**src/rtl/sgw_pkg.sv**
```systemverilog
package sgw_pkg;

    typedef enum logic [1:0] {OP_TX, OP_RX, OP_BRK} op_e;

    typedef enum logic [2:0] {
        S_IDLE, S_BRK_LOW, S_BRK_REC, S_TX_LOW,
        S_TX_HIGH, S_RX_WAIT, S_RX_SAMPLE, S_RX_RELEASE
    } state_e;

    // bit order matches the flag register: [2] tx, [1] rx, [0] timeout
    typedef struct packed {
        logic tx;
        logic rx;
        logic tmo;
    } evt_t;

    localparam logic [4:0] A_REV   = 5'h00;
    localparam logic [4:0] A_TXD   = 5'h04;
    localparam logic [4:0] A_RXD   = 5'h08;
    localparam logic [4:0] A_CTRL  = 5'h0C;
    localparam logic [4:0] A_FLAG  = 5'h10;
    localparam logic [4:0] A_SCFG  = 5'h14;
    localparam logic [4:0] A_SSTAT = 5'h18;

    localparam int C_IE   = 6;
    localparam int C_CE   = 5;
    localparam int C_GO   = 4;
    localparam int C_INIT = 2;
    localparam int C_DIR  = 1;
    localparam int C_MODE = 0;

endpackage

```
**src/rtl/sgw_prescale.sv**
```systemverilog
module sgw_prescale #(
    parameter int DIV = 8
) (
    input  logic clk,
    input  logic rst_n,
    input  logic run,
    output logic tick
);
    localparam int PW = (DIV > 2) ? $clog2(DIV) : 1;

    logic [PW-1:0] pcnt;

    // held at zero while stopped, so the first tick lands DIV clocks after start
    always_ff @(posedge clk or negedge rst_n) begin
        if (!rst_n)                        pcnt <= '0;
        else if (!run)                     pcnt <= '0;
        else if (pcnt == PW'(DIV - 1))     pcnt <= '0;
        else                               pcnt <= pcnt + 1'b1;
    end

    assign tick = run && (pcnt == PW'(DIV - 1));
endmodule

```
**src/rtl/sgw_sync.sv**
```systemverilog
module sgw_sync (
    input  logic clk,
    input  logic rst_n,
    input  logic d_async,
    output logic q
);
    logic meta;

    always_ff @(posedge clk or negedge rst_n) begin
        if (!rst_n) begin
            meta <= 1'b1;
            q    <= 1'b1;
        end else begin
            meta <= d_async;
            q    <= meta;
        end
    end
endmodule

```
**src/rtl/sgw_engine.sv**
```systemverilog
module sgw_engine
    import sgw_pkg::*;
#(
    parameter int CELL_TICKS    = 48,
    parameter int LOW1_TICKS    = 10,
    parameter int LOW0_TICKS    = 30,
    parameter int BREAK_TICKS   = 60,
    parameter int RECOVER_TICKS = 12,
    parameter int SAMPLE_TICKS  = 20,
    parameter int WINDOW_TICKS  = 100
) (
    input  logic       clk,
    input  logic       rst_n,
    input  logic       abort,
    input  logic       start,
    input  op_e        op,
    input  logic [7:0] tx_byte,
    input  logic       tick,
    input  logic       line_s,
    output logic       pull_low,
    output logic       busy,
    output evt_t       evt,
    output logic [7:0] rx_byte
);
    localparam int MAXA = (CELL_TICKS > BREAK_TICKS) ? CELL_TICKS : BREAK_TICKS;
    localparam int MAXB = (WINDOW_TICKS > RECOVER_TICKS) ? WINDOW_TICKS : RECOVER_TICKS;
    localparam int MAXT = (MAXA > MAXB) ? MAXA : MAXB;
    localparam int CW   = $clog2(MAXT + 1);

    state_e        state, nxt;
    logic [CW-1:0] cnt;
    logic [2:0]    bitn;
    logic [7:0]    shreg;
    logic [CW-1:0] low_len;
    logic [CW-1:0] high_end;
    logic          last_bit;
    logic          smp;

    assign low_len  = shreg[0] ? CW'(LOW1_TICKS) : CW'(LOW0_TICKS);
    assign high_end = CW'(CELL_TICKS) - low_len - CW'(1);
    assign last_bit = (bitn == 3'd7);
    assign smp      = (state == S_RX_SAMPLE) && tick && (cnt == CW'(SAMPLE_TICKS - 1));

    // state register
    always_ff @(posedge clk or negedge rst_n) begin
        if (!rst_n) state <= S_IDLE;
        else        state <= nxt;
    end

    // transitions and completion events
    always_comb begin
        nxt = state;
        evt = '0;
        unique case (state)
            S_IDLE: begin
                if (start) begin
                    unique case (op)
                        OP_BRK:  nxt = S_BRK_LOW;
                        OP_RX:   nxt = S_RX_WAIT;
                        default: nxt = S_TX_LOW;
                    endcase
                end
            end
            S_BRK_LOW:
                if (tick && cnt == CW'(BREAK_TICKS - 1)) nxt = S_BRK_REC;
            S_BRK_REC:
                if (tick && cnt == CW'(RECOVER_TICKS - 1)) begin
                    nxt     = S_IDLE;
                    evt.tmo = 1'b1;
                end
            S_TX_LOW:
                if (tick && cnt == low_len - CW'(1)) nxt = S_TX_HIGH;
            S_TX_HIGH:
                if (tick && cnt == high_end) begin
                    if (last_bit) begin
                        nxt    = S_IDLE;
                        evt.tx = 1'b1;
                    end else begin
                        nxt = S_TX_LOW;
                    end
                end
            S_RX_WAIT:
                if (!line_s) nxt = S_RX_SAMPLE;
                else if (tick && cnt == CW'(WINDOW_TICKS - 1)) begin
                    nxt     = S_IDLE;
                    evt.tmo = 1'b1;
                end
            S_RX_SAMPLE:
                if (smp) nxt = S_RX_RELEASE;
            S_RX_RELEASE:
                if (line_s) begin
                    if (last_bit) begin
                        nxt    = S_IDLE;
                        evt.rx = 1'b1;
                    end else begin
                        nxt = S_RX_WAIT;
                    end
                end else if (tick && cnt == CW'(WINDOW_TICKS - 1)) begin
                    nxt     = S_IDLE;
                    evt.tmo = 1'b1;
                end
            default: nxt = S_IDLE;
        endcase
        if (abort) begin
            nxt = S_IDLE;
            evt = '0;
        end
    end

    // tick counter, bit counter, shift register
    always_ff @(posedge clk or negedge rst_n) begin
        if (!rst_n) begin
            cnt   <= '0;
            bitn  <= '0;
            shreg <= '0;
        end else begin
            if (nxt != state) cnt <= '0;
            else if (tick)    cnt <= cnt + 1'b1;

            if (state == S_IDLE) begin
                bitn <= '0;
                if (start) shreg <= tx_byte;
            end else if (state == S_TX_HIGH && nxt == S_TX_LOW) begin
                bitn  <= bitn + 1'b1;
                shreg <= {1'b0, shreg[7:1]};
            end else if (smp) begin
                shreg <= {line_s, shreg[7:1]};
            end else if (state == S_RX_RELEASE && nxt == S_RX_WAIT) begin
                bitn <= bitn + 1'b1;
            end
        end
    end

    // outputs
    always_comb begin
        pull_low = (state == S_BRK_LOW) || (state == S_TX_LOW);
        busy     = (state != S_IDLE);
        rx_byte  = shreg;
    end

    // an operation ends with at most one kind of completion
    p_single_event_r3: assert property (@(posedge clk) disable iff (!rst_n)
        $onehot0(evt));

endmodule

```
**src/rtl/sgw_master.sv**
```systemverilog
module sgw_master
    import sgw_pkg::*;
#(
    parameter int PRESCALE      = 8,
    parameter int CELL_TICKS    = 48,
    parameter int LOW1_TICKS    = 10,
    parameter int LOW0_TICKS    = 30,
    parameter int BREAK_TICKS   = 60,
    parameter int RECOVER_TICKS = 12,
    parameter int SAMPLE_TICKS  = 20,
    parameter int WINDOW_TICKS  = 100,
    parameter int SRST_CYCLES   = 4,
    parameter int REV_MAJOR     = 1,
    parameter int REV_MINOR     = 2
) (
    input  logic       clk,
    input  logic       rst_n,
    input  logic       reg_wr,
    input  logic       reg_rd,
    input  logic [4:0] reg_addr,
    input  logic [7:0] reg_wdata,
    output logic [7:0] reg_rdata,
    output logic       irq,
    input  logic       line_in,
    output logic       line_pull_low
);
    localparam int RCW = $clog2(SRST_CYCLES + 1);

    logic ie, ce, go, init, dir, mode, req, pend, autoidle;
    logic [7:0]     txd, rxd;
    logic [2:0]     flags;
    logic [RCW-1:0] srst_cnt;
    logic           srst_act;

    logic       line_s, tick, launch, eng_busy;
    evt_t       eng_evt;
    logic [2:0] evt_bits;
    logic [7:0] eng_rx;
    op_e        op_sel;

    logic wr_ctrl, wr_txd, wr_scfg, rd_flags;

    assign srst_act = (srst_cnt != '0);
    assign wr_ctrl  = reg_wr && reg_addr == A_CTRL;
    assign wr_txd   = reg_wr && reg_addr == A_TXD;
    assign wr_scfg  = reg_wr && reg_addr == A_SCFG;
    assign rd_flags = reg_rd && reg_addr == A_FLAG && !srst_act;
    assign launch   = req && ce && !eng_busy && !srst_act;
    assign op_sel   = init ? OP_BRK : (dir ? OP_RX : OP_TX);
    assign evt_bits = {eng_evt.tx, eng_evt.rx, eng_evt.tmo};
    assign irq      = ie && (flags != 3'b000);

    sgw_sync u_sync (
        .clk    (clk),
        .rst_n  (rst_n),
        .d_async(line_in),
        .q      (line_s)
    );

    sgw_prescale #(.DIV(PRESCALE)) u_pre (
        .clk  (clk),
        .rst_n(rst_n),
        .run  (eng_busy && ce),
        .tick (tick)
    );

    sgw_engine #(
        .CELL_TICKS   (CELL_TICKS),
        .LOW1_TICKS   (LOW1_TICKS),
        .LOW0_TICKS   (LOW0_TICKS),
        .BREAK_TICKS  (BREAK_TICKS),
        .RECOVER_TICKS(RECOVER_TICKS),
        .SAMPLE_TICKS (SAMPLE_TICKS),
        .WINDOW_TICKS (WINDOW_TICKS)
    ) u_eng (
        .clk     (clk),
        .rst_n   (rst_n),
        .abort   (srst_act),
        .start   (launch),
        .op      (op_sel),
        .tx_byte (txd),
        .tick    (tick),
        .line_s  (line_s),
        .pull_low(line_pull_low),
        .busy    (eng_busy),
        .evt     (eng_evt),
        .rx_byte (eng_rx)
    );

    always_ff @(posedge clk or negedge rst_n) begin
        if (!rst_n) begin
            {ie, ce, go, init, dir, mode, req, pend, autoidle} <= '0;
            txd      <= '0;
            rxd      <= '0;
            flags    <= '0;
            srst_cnt <= '0;
        end else if (srst_act) begin
            {ie, ce, go, init, dir, mode, req, pend, autoidle} <= '0;
            txd      <= '0;
            rxd      <= '0;
            flags    <= '0;
            srst_cnt <= srst_cnt - 1'b1;
        end else begin
            if (wr_txd) txd <= reg_wdata;
            if (wr_scfg) begin
                autoidle <= reg_wdata[0];
                if (reg_wdata[1]) srst_cnt <= RCW'(SRST_CYCLES);
            end
            if (wr_ctrl) begin
                ie   <= reg_wdata[C_IE];
                ce   <= reg_wdata[C_CE];
                mode <= reg_wdata[C_MODE];
                if (!go && reg_wdata[C_GO]) begin
                    go   <= 1'b1;
                    init <= reg_wdata[C_INIT];
                    dir  <= reg_wdata[C_DIR];
                    req  <= 1'b1;
                end
            end
            if (launch) req <= 1'b0;
            flags <= (rd_flags ? 3'b000 : flags) | evt_bits;
            if (eng_evt.rx) rxd <= eng_rx;
            if (evt_bits != 3'b000) begin
                pend <= 1'b1;
            end else if (pend && ie) begin
                pend <= 1'b0;
                go   <= 1'b0;
                init <= 1'b0;
            end
        end
    end

    always_comb begin
        reg_rdata = '0;
        if (reg_rd) begin
            case (reg_addr)
                A_REV:   reg_rdata = {4'(REV_MAJOR), 4'(REV_MINOR)};
                A_TXD:   reg_rdata = txd;
                A_RXD:   reg_rdata = rxd;
                A_CTRL:  reg_rdata = {1'b0, ie, ce, go, 1'b0, init, dir, mode};
                A_FLAG:  reg_rdata = {5'b0, flags};
                A_SCFG:  reg_rdata = {6'b0, srst_act, autoidle};
                A_SSTAT: reg_rdata = {7'b0, !srst_act};
                default: reg_rdata = '0;
            endcase
        end
    end

    // the line is only pulled while an operation is outstanding
    p_idle_release_r2: assert property (@(posedge clk) disable iff (!rst_n)
        !go |-> !line_pull_low);

    // a completion only occurs for an operation that software started
    p_evt_needs_go_r3: assert property (@(posedge clk) disable iff (!rst_n)
        (evt_bits != 3'b000) |-> go);

    // a read with no coincident completion leaves the flags empty
    p_read_clears_r7: assert property (@(posedge clk) disable iff (!rst_n)
        (rd_flags && evt_bits == 3'b000) |=> (flags == 3'b000));

    // GO persists while interrupts are disabled
    p_go_held_r9: assert property (@(posedge clk) disable iff (!rst_n)
        (go && !ie && !srst_act) |=> go);

    // soft reset releases the line
    p_srst_quiet_r12: assert property (@(posedge clk) disable iff (!rst_n)
        srst_act |=> !line_pull_low);

endmodule

```
**config.mk**
```make
export PLATFORM = sky130hd
export DESIGN_NAME = sgw_master
export DESIGN_NICKNAME = d
export VERILOG_FILES = /design/src/rtl/sgw_pkg.sv /design/src/rtl/sgw_prescale.sv /design/src/rtl/sgw_sync.sv /design/src/rtl/sgw_engine.sv /design/src/rtl/sgw_master.sv
export SDC_FILE = /design/constraint.sdc
export NUM_CORES = 1
export LEC_CHECK = 0
export BUFFER_PORTS_ARGS = -buffer_cell sky130_fd_sc_hd__buf_4
export CORE_MARGIN = 2
export CORE_UTILIZATION = 34
export DETAILED_ROUTE_END_ITERATION = 7
export MAX_ROUTING_LAYER = met4
export PLACE_DENSITY = 0.53
export SYNTH_ARGS = -nofsm -noshare
export SYNTH_HDL_FRONTEND = slang
export SYNTH_HIERARCHICAL = 1
export SYNTH_SLANG_ARGS = --single-unit
```
**constraint.sdc**
```tcl
create_clock -name clk -period 7.3 [get_ports clk]
set_input_delay 0 -clock clk [delete_from_list [all_inputs] [get_ports clk]]
set_output_delay 0 -clock clk [all_outputs]
set_load 0.02 [all_outputs]
```
Word level (Yosys, flattened, before mapping)
Cells that the tools add are included.
- bits in registers: 57
- output and inout bits: 10
- $add $sub $neg: 7
- eq/ne operators: 28
- multiplexer cells: 79
- bitwise logic cells: 1
- reductions and logical operators: 49
- operators with widths (kind ; count):
    2-to-1 mux 8 bit ; 9
    2-to-1 mux 3 bit ; 23
    case mux 8 bit (7 select lines) ; 1
    2-to-1 mux 1 bit ; 38
    nonzero test 3 bit ; 9
    case mux 3 bit (8 select lines) ; 1
    logical AND 1 bit ; 22
    equality test 3 bit (second input constant) ; 7
    equality test 5 bit (second input constant) ; 3
    equality test 7 bit ; 2
    2-to-1 mux 7 bit ; 2
    nonzero test 2 bit ; 7
    subtractor 7 x 1 -> 7 bit (second input constant) ; 2
    equality test 5 x 4 -> 1 bit (second input constant) ; 2
    AND reduction 2 bit ; 5
    equality test 3 x 2 -> 1 bit (second input constant) ; 3
    adder 7 x 1 -> 7 bit (second input constant) ; 1
    equality test 7 x 4 -> 1 bit (second input constant) ; 1
    equality test 7 x 5 -> 1 bit (second input constant) ; 1
    equality test 7 x 6 -> 1 bit (second input constant) ; 1
    equality test 7 bit (second input constant) ; 1
    subtractor 6 x 7 -> 7 bit (first input constant) ; 1
    adder 3 x 1 -> 3 bit (second input constant) ; 2
    case mux 3 bit (2 select lines) ; 1
    16 further kinds ; 19

Longest topological paths before layout
- word-level depth: 14
- mapped depth: 15
- gate-level depth less buffers: 11

Modules after synthesis
Netlist, hierarchy kept.
- modules (own cells, without submodules) (module ; times used ; cells an instance ; area each (um2) ; sequential area each (um2)):
    sgw_master ; 1 ; 189 ; 1727.9 ; 775.7
    sgw_engine ; 1 ; 203 ; 1704.1 ; 525.5
    sgw_prescale ; 1 ; 9 ; 135.1 ; 75.1
    sgw_sync ; 1 ; 2 ; 52.6 ; 52.6

Worst setup path before layout
OpenSTA, ideal clock, no wires.
- kind: reg-to-reg
- start: register u_eng.state[2]
- end: register u_eng.shreg[0] (netlist: u_eng/rx_byte[0])
- library setup time: 0.125 ns
- data arrival time: 3.570 ns
- required time: 7.175 ns
- slack: 3.605 ns
- cell stages (with the launch flop): 16
- path buffers: 5
- clock period less this slack: 3.695 ns
- cell sequence: dfrtp_1 -> clkbuf_1 -> nor3_1 -> buf_2 -> clkinv_1 -> buf_1 -> and2_1 -> and2_2 -> buf_2 -> nor4bb_1 -> o2111ai_1 -> o21ai_2 -> or3_1 -> buf_6 -> a41oi_4 -> mux2_2
- cells in the longest elaborated chain, start to end: 12
- elaborated cells between the ends (all ways): 39
- RTL lines (item ; line ; text):
    start, declared ; sgw_engine.sv:30 ; state_e state, nxt;
    start signal, assigned ; sgw_engine.sv:47 ; else state <= nxt;
    nonzero test 3 bit * ; sgw_engine.sv:137 ; busy = (state != S_IDLE);
    net eng_busy ; sgw_master.sv:35 ; logic line_s, tick, launch, eng_busy;
    logical AND 1 bit * ; sgw_master.sv:63 ; .run (eng_busy && ce),
    logical AND 1 bit * ; sgw_prescale.sv:21 ; assign tick = run && (pcnt == PW'(DIV - 1));
    net tick ; sgw_master.sv:35 ;
    logical AND 1 bit (on tied branches) ; sgw_engine.sv:84, sgw_engine.sv:98, sgw_engine.sv:42 ;
    2-to-1 mux 3 bit / logical AND 1 bit (equally long branches) ; sgw_engine.sv:84, sgw_engine.sv:98, sgw_engine.sv:42 ;
    2-to-1 mux 3 bit (on tied branches) ; sgw_engine.sv:91, sgw_engine.sv:83, sgw_engine.sv:89 ;
    case mux 3 bit (8 select lines) ; sgw_engine.sv:54 ; unique case (state)
    2-to-1 mux 3 bit ; sgw_engine.sv:104 ; if (abort) begin
    equality test 3 x 2 -> 1 bit ; sgw_engine.sv:123 ; end else if (state == S_TX_HIGH && nxt == S_TX_LOW) begin
    logical AND 1 bit ; sgw_engine.sv:123 ;
    nonzero test 3 bit (no line) / 2-to-1 mux 8 bit (equally long branches) ; n/a ;
    AND reduction 2 bit (no line) / 2-to-1 mux 8 bit (equally long branches) ; n/a ;
    end signal, assigned ; sgw_engine.sv:122 ; if (start) shreg <= tx_byte;
    end signal, assigned ; sgw_engine.sv:125 ; shreg <= {1'b0, shreg[7:1]};
    end signal, assigned ; sgw_engine.sv:127 ; shreg <= {line_s, shreg[7:1]};
    end, declared ; sgw_engine.sv:33 ; logic [7:0] shreg;
Mark *: on every way through the listed nets, which the timed path passes. The rest lies on a longest branch.
A chain may end at the register's enable or synchronous reset.

Worst setup path in the final report
- start: register u_eng.state[1]
- end: register u_eng.bitn[2]
- elaborated cells between the ends (all ways): 41
- RTL lines (item ; line ; text):
    nonzero test 3 bit * ; sgw_engine.sv:137 ;
    net eng_busy ; sgw_master.sv:35 ;
    logical NOT 1 bit * ; sgw_master.sv:48 ; assign launch = req && ce && !eng_busy && !srst_act;
    logical AND 1 bit * (2 in a row) ; sgw_master.sv:48 ;
    net launch ; sgw_master.sv:35 ;
    2-to-1 mux 3 bit * ; sgw_engine.sv:56 ; if (start) begin
    case mux 3 bit (8 select lines) * ; sgw_engine.sv:54 ;
    2-to-1 mux 3 bit * ; sgw_engine.sv:104 ;
    equality test 3 x 2 -> 1 bit / equality test 3 bit (equally long branches) ; sgw_engine.sv:123, sgw_engine.sv:128 ;
    logical AND 1 bit (on tied branches) ; sgw_engine.sv:123, sgw_engine.sv:128 ;
    inequality test 3 bit (no line), or another cell as far along ; n/a ;
    AND reduction 2 bit (no line) / 2-to-1 mux 3 bit (equally long branches) ; n/a ;
    end signal, assigned ; sgw_engine.sv:124 ; bitn <= bitn + 1'b1;
    end signal, assigned ; sgw_engine.sv:129 ; bitn <= bitn + 1'b1;
    end, declared ; sgw_engine.sv:32 ; logic [2:0] bitn;
Marks and branches as above.

==> out/metrics.csv <==
metric,value,unit
I/O pin count,28,
Die W,107.2,um
top achievable clock speed,0.1953,GHz
post-route antenna net violation count,0,
period utilisation layout,70.16,%
via count of the first global-routing pass,3063,
clk sinks,57,
weighted congestion reported at the end of routability-driven placement,0.8739,
CTS Root Buffer Type,clkbuf_8,
worst ir drop on vdd,0.1196,mV
hpwl dp,6.692,mm
global routing met3 resource utilization,4.012,%
height of the die,107.2,um
IO Port Bufs,27,
gate count after technology mapping,403,
total global-route track usage,18.61,%
Post-Synthesis Net Count,428,
type of origin of the critical path,flop,
R2R Setup Slk,2.18,ns
register clock-pin slew on the reported worst setup and hold paths,0.07,ns
flop and latch count out of synthesis,57,
filler instances,1040,
max-capacitance violation count,0,
drc violations,0,
Least-Margin Pin Slew,1.176,ns
final period demand of the worst path,5.121,ns
static leakage power,1.719,nW
# rows,37,
detailed router's first-iteration violation count,220,
setup slack after placement,2.364,ns
Layout Cell Area excl Fill,0.004244,mm2
met2 GRT Util,27.40,%
synthesized cell area,0.003620,mm2
power density normalized to cell area,284.1,mW/mm2
final standard cell utilization of the core,41.11,%
area share of the leading cell type in the synthesized netlist,38.02,%
global route total overflow,0,
required time reported for the critical path endpoint,7.54,ns
effective utilization at floorplan,35.06,%
nets@finish,453,
Max clock buf depth,2,
antenna violations before repair,0,
via count,3180,
fraction of synthesis flops using an asynchronous set or reset pin,100.0,%
multi-input logic area,0.002032,mm2
global-route wire length before repair,16.11,mm
CTS H-tree lvls,3,
"EDFF count, synth",0,
standard cell area after detailed placement,0.003886,mm2
hold crit path type,in -> reg,
later-pin clock latency in the skew report,0.34,ns
clock tree from TritonCTS,yes,
Register Area,0.001429,mm2
post-synthesis to final-layout area growth,17.25,%
detailed-route vias per instance,5.589,
number of library cell types mapped by synthesis,68,
most common library cell in the layout ignoring fill and taps,dfrtp_1,
GR Layer Usage met1,25.64,%
dominant cell type by area after synthesis,dfrtp_1,
overall die area,0.01149,mm2
Antenna diodes,0,
Core ar.,0.01032,mm2
arrival time at the worst endpoint,5.36,ns
Tot Pwr,0.001206,W
setup repair after global routing missed its margin,false,
"top library cells by usage in the layout, fill and taps aside","55 x dfrtp_1, 42 x nand2_1, 29 x a21oi_1, 29 x nor2_1, 28 x buf_4",
status,completed,
post-cts repair resize count,0,
most heavily used metal layer in global routing,met2,
Synthesis Warnings,6,
fraction of the yosys area taken by sequential cells,39.47,%
routed wire length,9.679,mm
postcts setup bufs,0,
Max transition margin,21.00,%
Avg Inst Size Synth,8.982,um2
number of pins exceeding their max-slew limit in the final report,0,
clock skew,0.01034,ns
share of final-layout standard cells stronger than drive strength 1,18.48,%
pin count of the biggest net entering global routing,58,
Initial DRT Pass Iterations,4,
post-route setup TNS,0,ns
count of endpoints failing setup in the final report,0,
hold-fix buffers at CTS,13,
least setup slack across all paths after layout,2.179,ns
dominant synthesized flop cell,dfrtp_1,
Area contributors post-synth,"dfrtp_1 38%, nand2_1 4.4%, a21oi_1 4.0%, mux2_2 3.7%, o21ai_0 3.6%",
detailed-route wire length per cell,17.01,um
top fanout value on the critical path,19,
endpoint class of the critical path,flop,
TritonCTS buffer count,9,
CP Class,reg -> reg,
number of hold violations in the final report,0,
==> cell families (layout without fill, tap and decap cells) <==
group / count (synthesis) / after routing / synth area share, %
flops: 57 / 57 / 39.47
xor+xnor: 8 / 8 / 1.936
compound gates: 93 / 93 / 17.77
mux: 22 / 22 / 6.499
simple gates: 177 / 177 / 27.20
fa+ha+maj: 7 / 7 / 2.420
buf+inv: 39 / 69 / 4.701
==> report_power, final <==
part,internal (W),total (W),switching (W)
sequential,0.000364,0.000440,0.0000764
clock,0.000203,0.000342,0.000140
combinational,0.000170,0.000424,0.000254
==> stage by stage <==
step	hold slack, ns	std cells
2_1_floorplan	-0.2956	403
3_3_place_gp	0.1106	540
3_5_place_dp	0.1107	540
4_1_cts	0.03204	569
5_1_grt	0.07383	569
6_report	0.05212	569
==> synth_stat cells, types with 4 or more instances <==
master,instances
nand2_1,42
clkbuf_1,17
nor2_1,29
nand4_1,6
xor2_1,5
nor3_1,8
nor2b_1,8
nor4_1,11
mux2i_1,10
nand3b_1,6
o211ai_1,5
a21oi_1,29
nand3_1,25
dfrtp_1,55
inv_1,11
o21ai_0,26
ha_1,7
mux2_2,12
nor4b_1,4
nand2b_1,7
buf_2,7
==> flip-flops by register name (all words and copies together) (netlist names), 3 cells and up <==
| name | flops |
|---|---|
| flags | 3 |
| u_eng/cnt | 7 |
| txd | 8 |
| u_eng/state | 3 |
| srst_cnt | 3 |
| u_pre/pcnt | 3 |
| u_eng/bitn | 3 |
| u_eng/rx_byte | 8 |
| rxd | 8 |
==> path summary, 6_finish.rpt <==
path	cells past startpoint	endpoint	from
max	8	u_eng/bitn[2]$_DFFE_PN0P_	u_eng/state[1]$_DFF_PN0_
min	4	srst_cnt[2]$_DFFE_PN0P_	reg_addr[1]
max reg2reg	8	u_eng/bitn[2]$_DFFE_PN0P_	u_eng/state[1]$_DFF_PN0_
min reg2reg	0	u_sync/q$_DFF_PN1_	u_sync/meta$_DFF_PN1_
max in group asynchronous	2	u_eng/state[1]$_DFF_PN0_	rst_n
min in group asynchronous	2	u_eng/cnt[3]$_DFFE_PN0P_	rst_n
==> metal layers <==
metal / vias up / wire length [um]
met4: 0 / 177
met2: 91 / 4347
li1: 1522 / -
met5: - / 0
met1: 1552 / 4732
met3: 15 / 422
==> critical path: stages (launching register included) <==
cell	delay, ns
dfrtp_1	0.58
nor3_1	1.02
clkinv_1	0.82
nor4b_1	0.86
nand2_1	0.19
a2111oi_0	0.90
o21a_1	0.29
o21ai_0	0.12
a22oi_1	0.24
==> layout make-up <==
class | count | area share, %
clock buffers | 10 | 3.243
flip-flops and latches | 57 | 33.67
clock inverters | 6 | 2.123
well taps | 136 | 4.009
inverters | 12 | 1.061
multi-input cells | 307 | 47.88
repair buffers | 41 | 8.019
No activity file was read; power rests on OpenSTA's default activity.
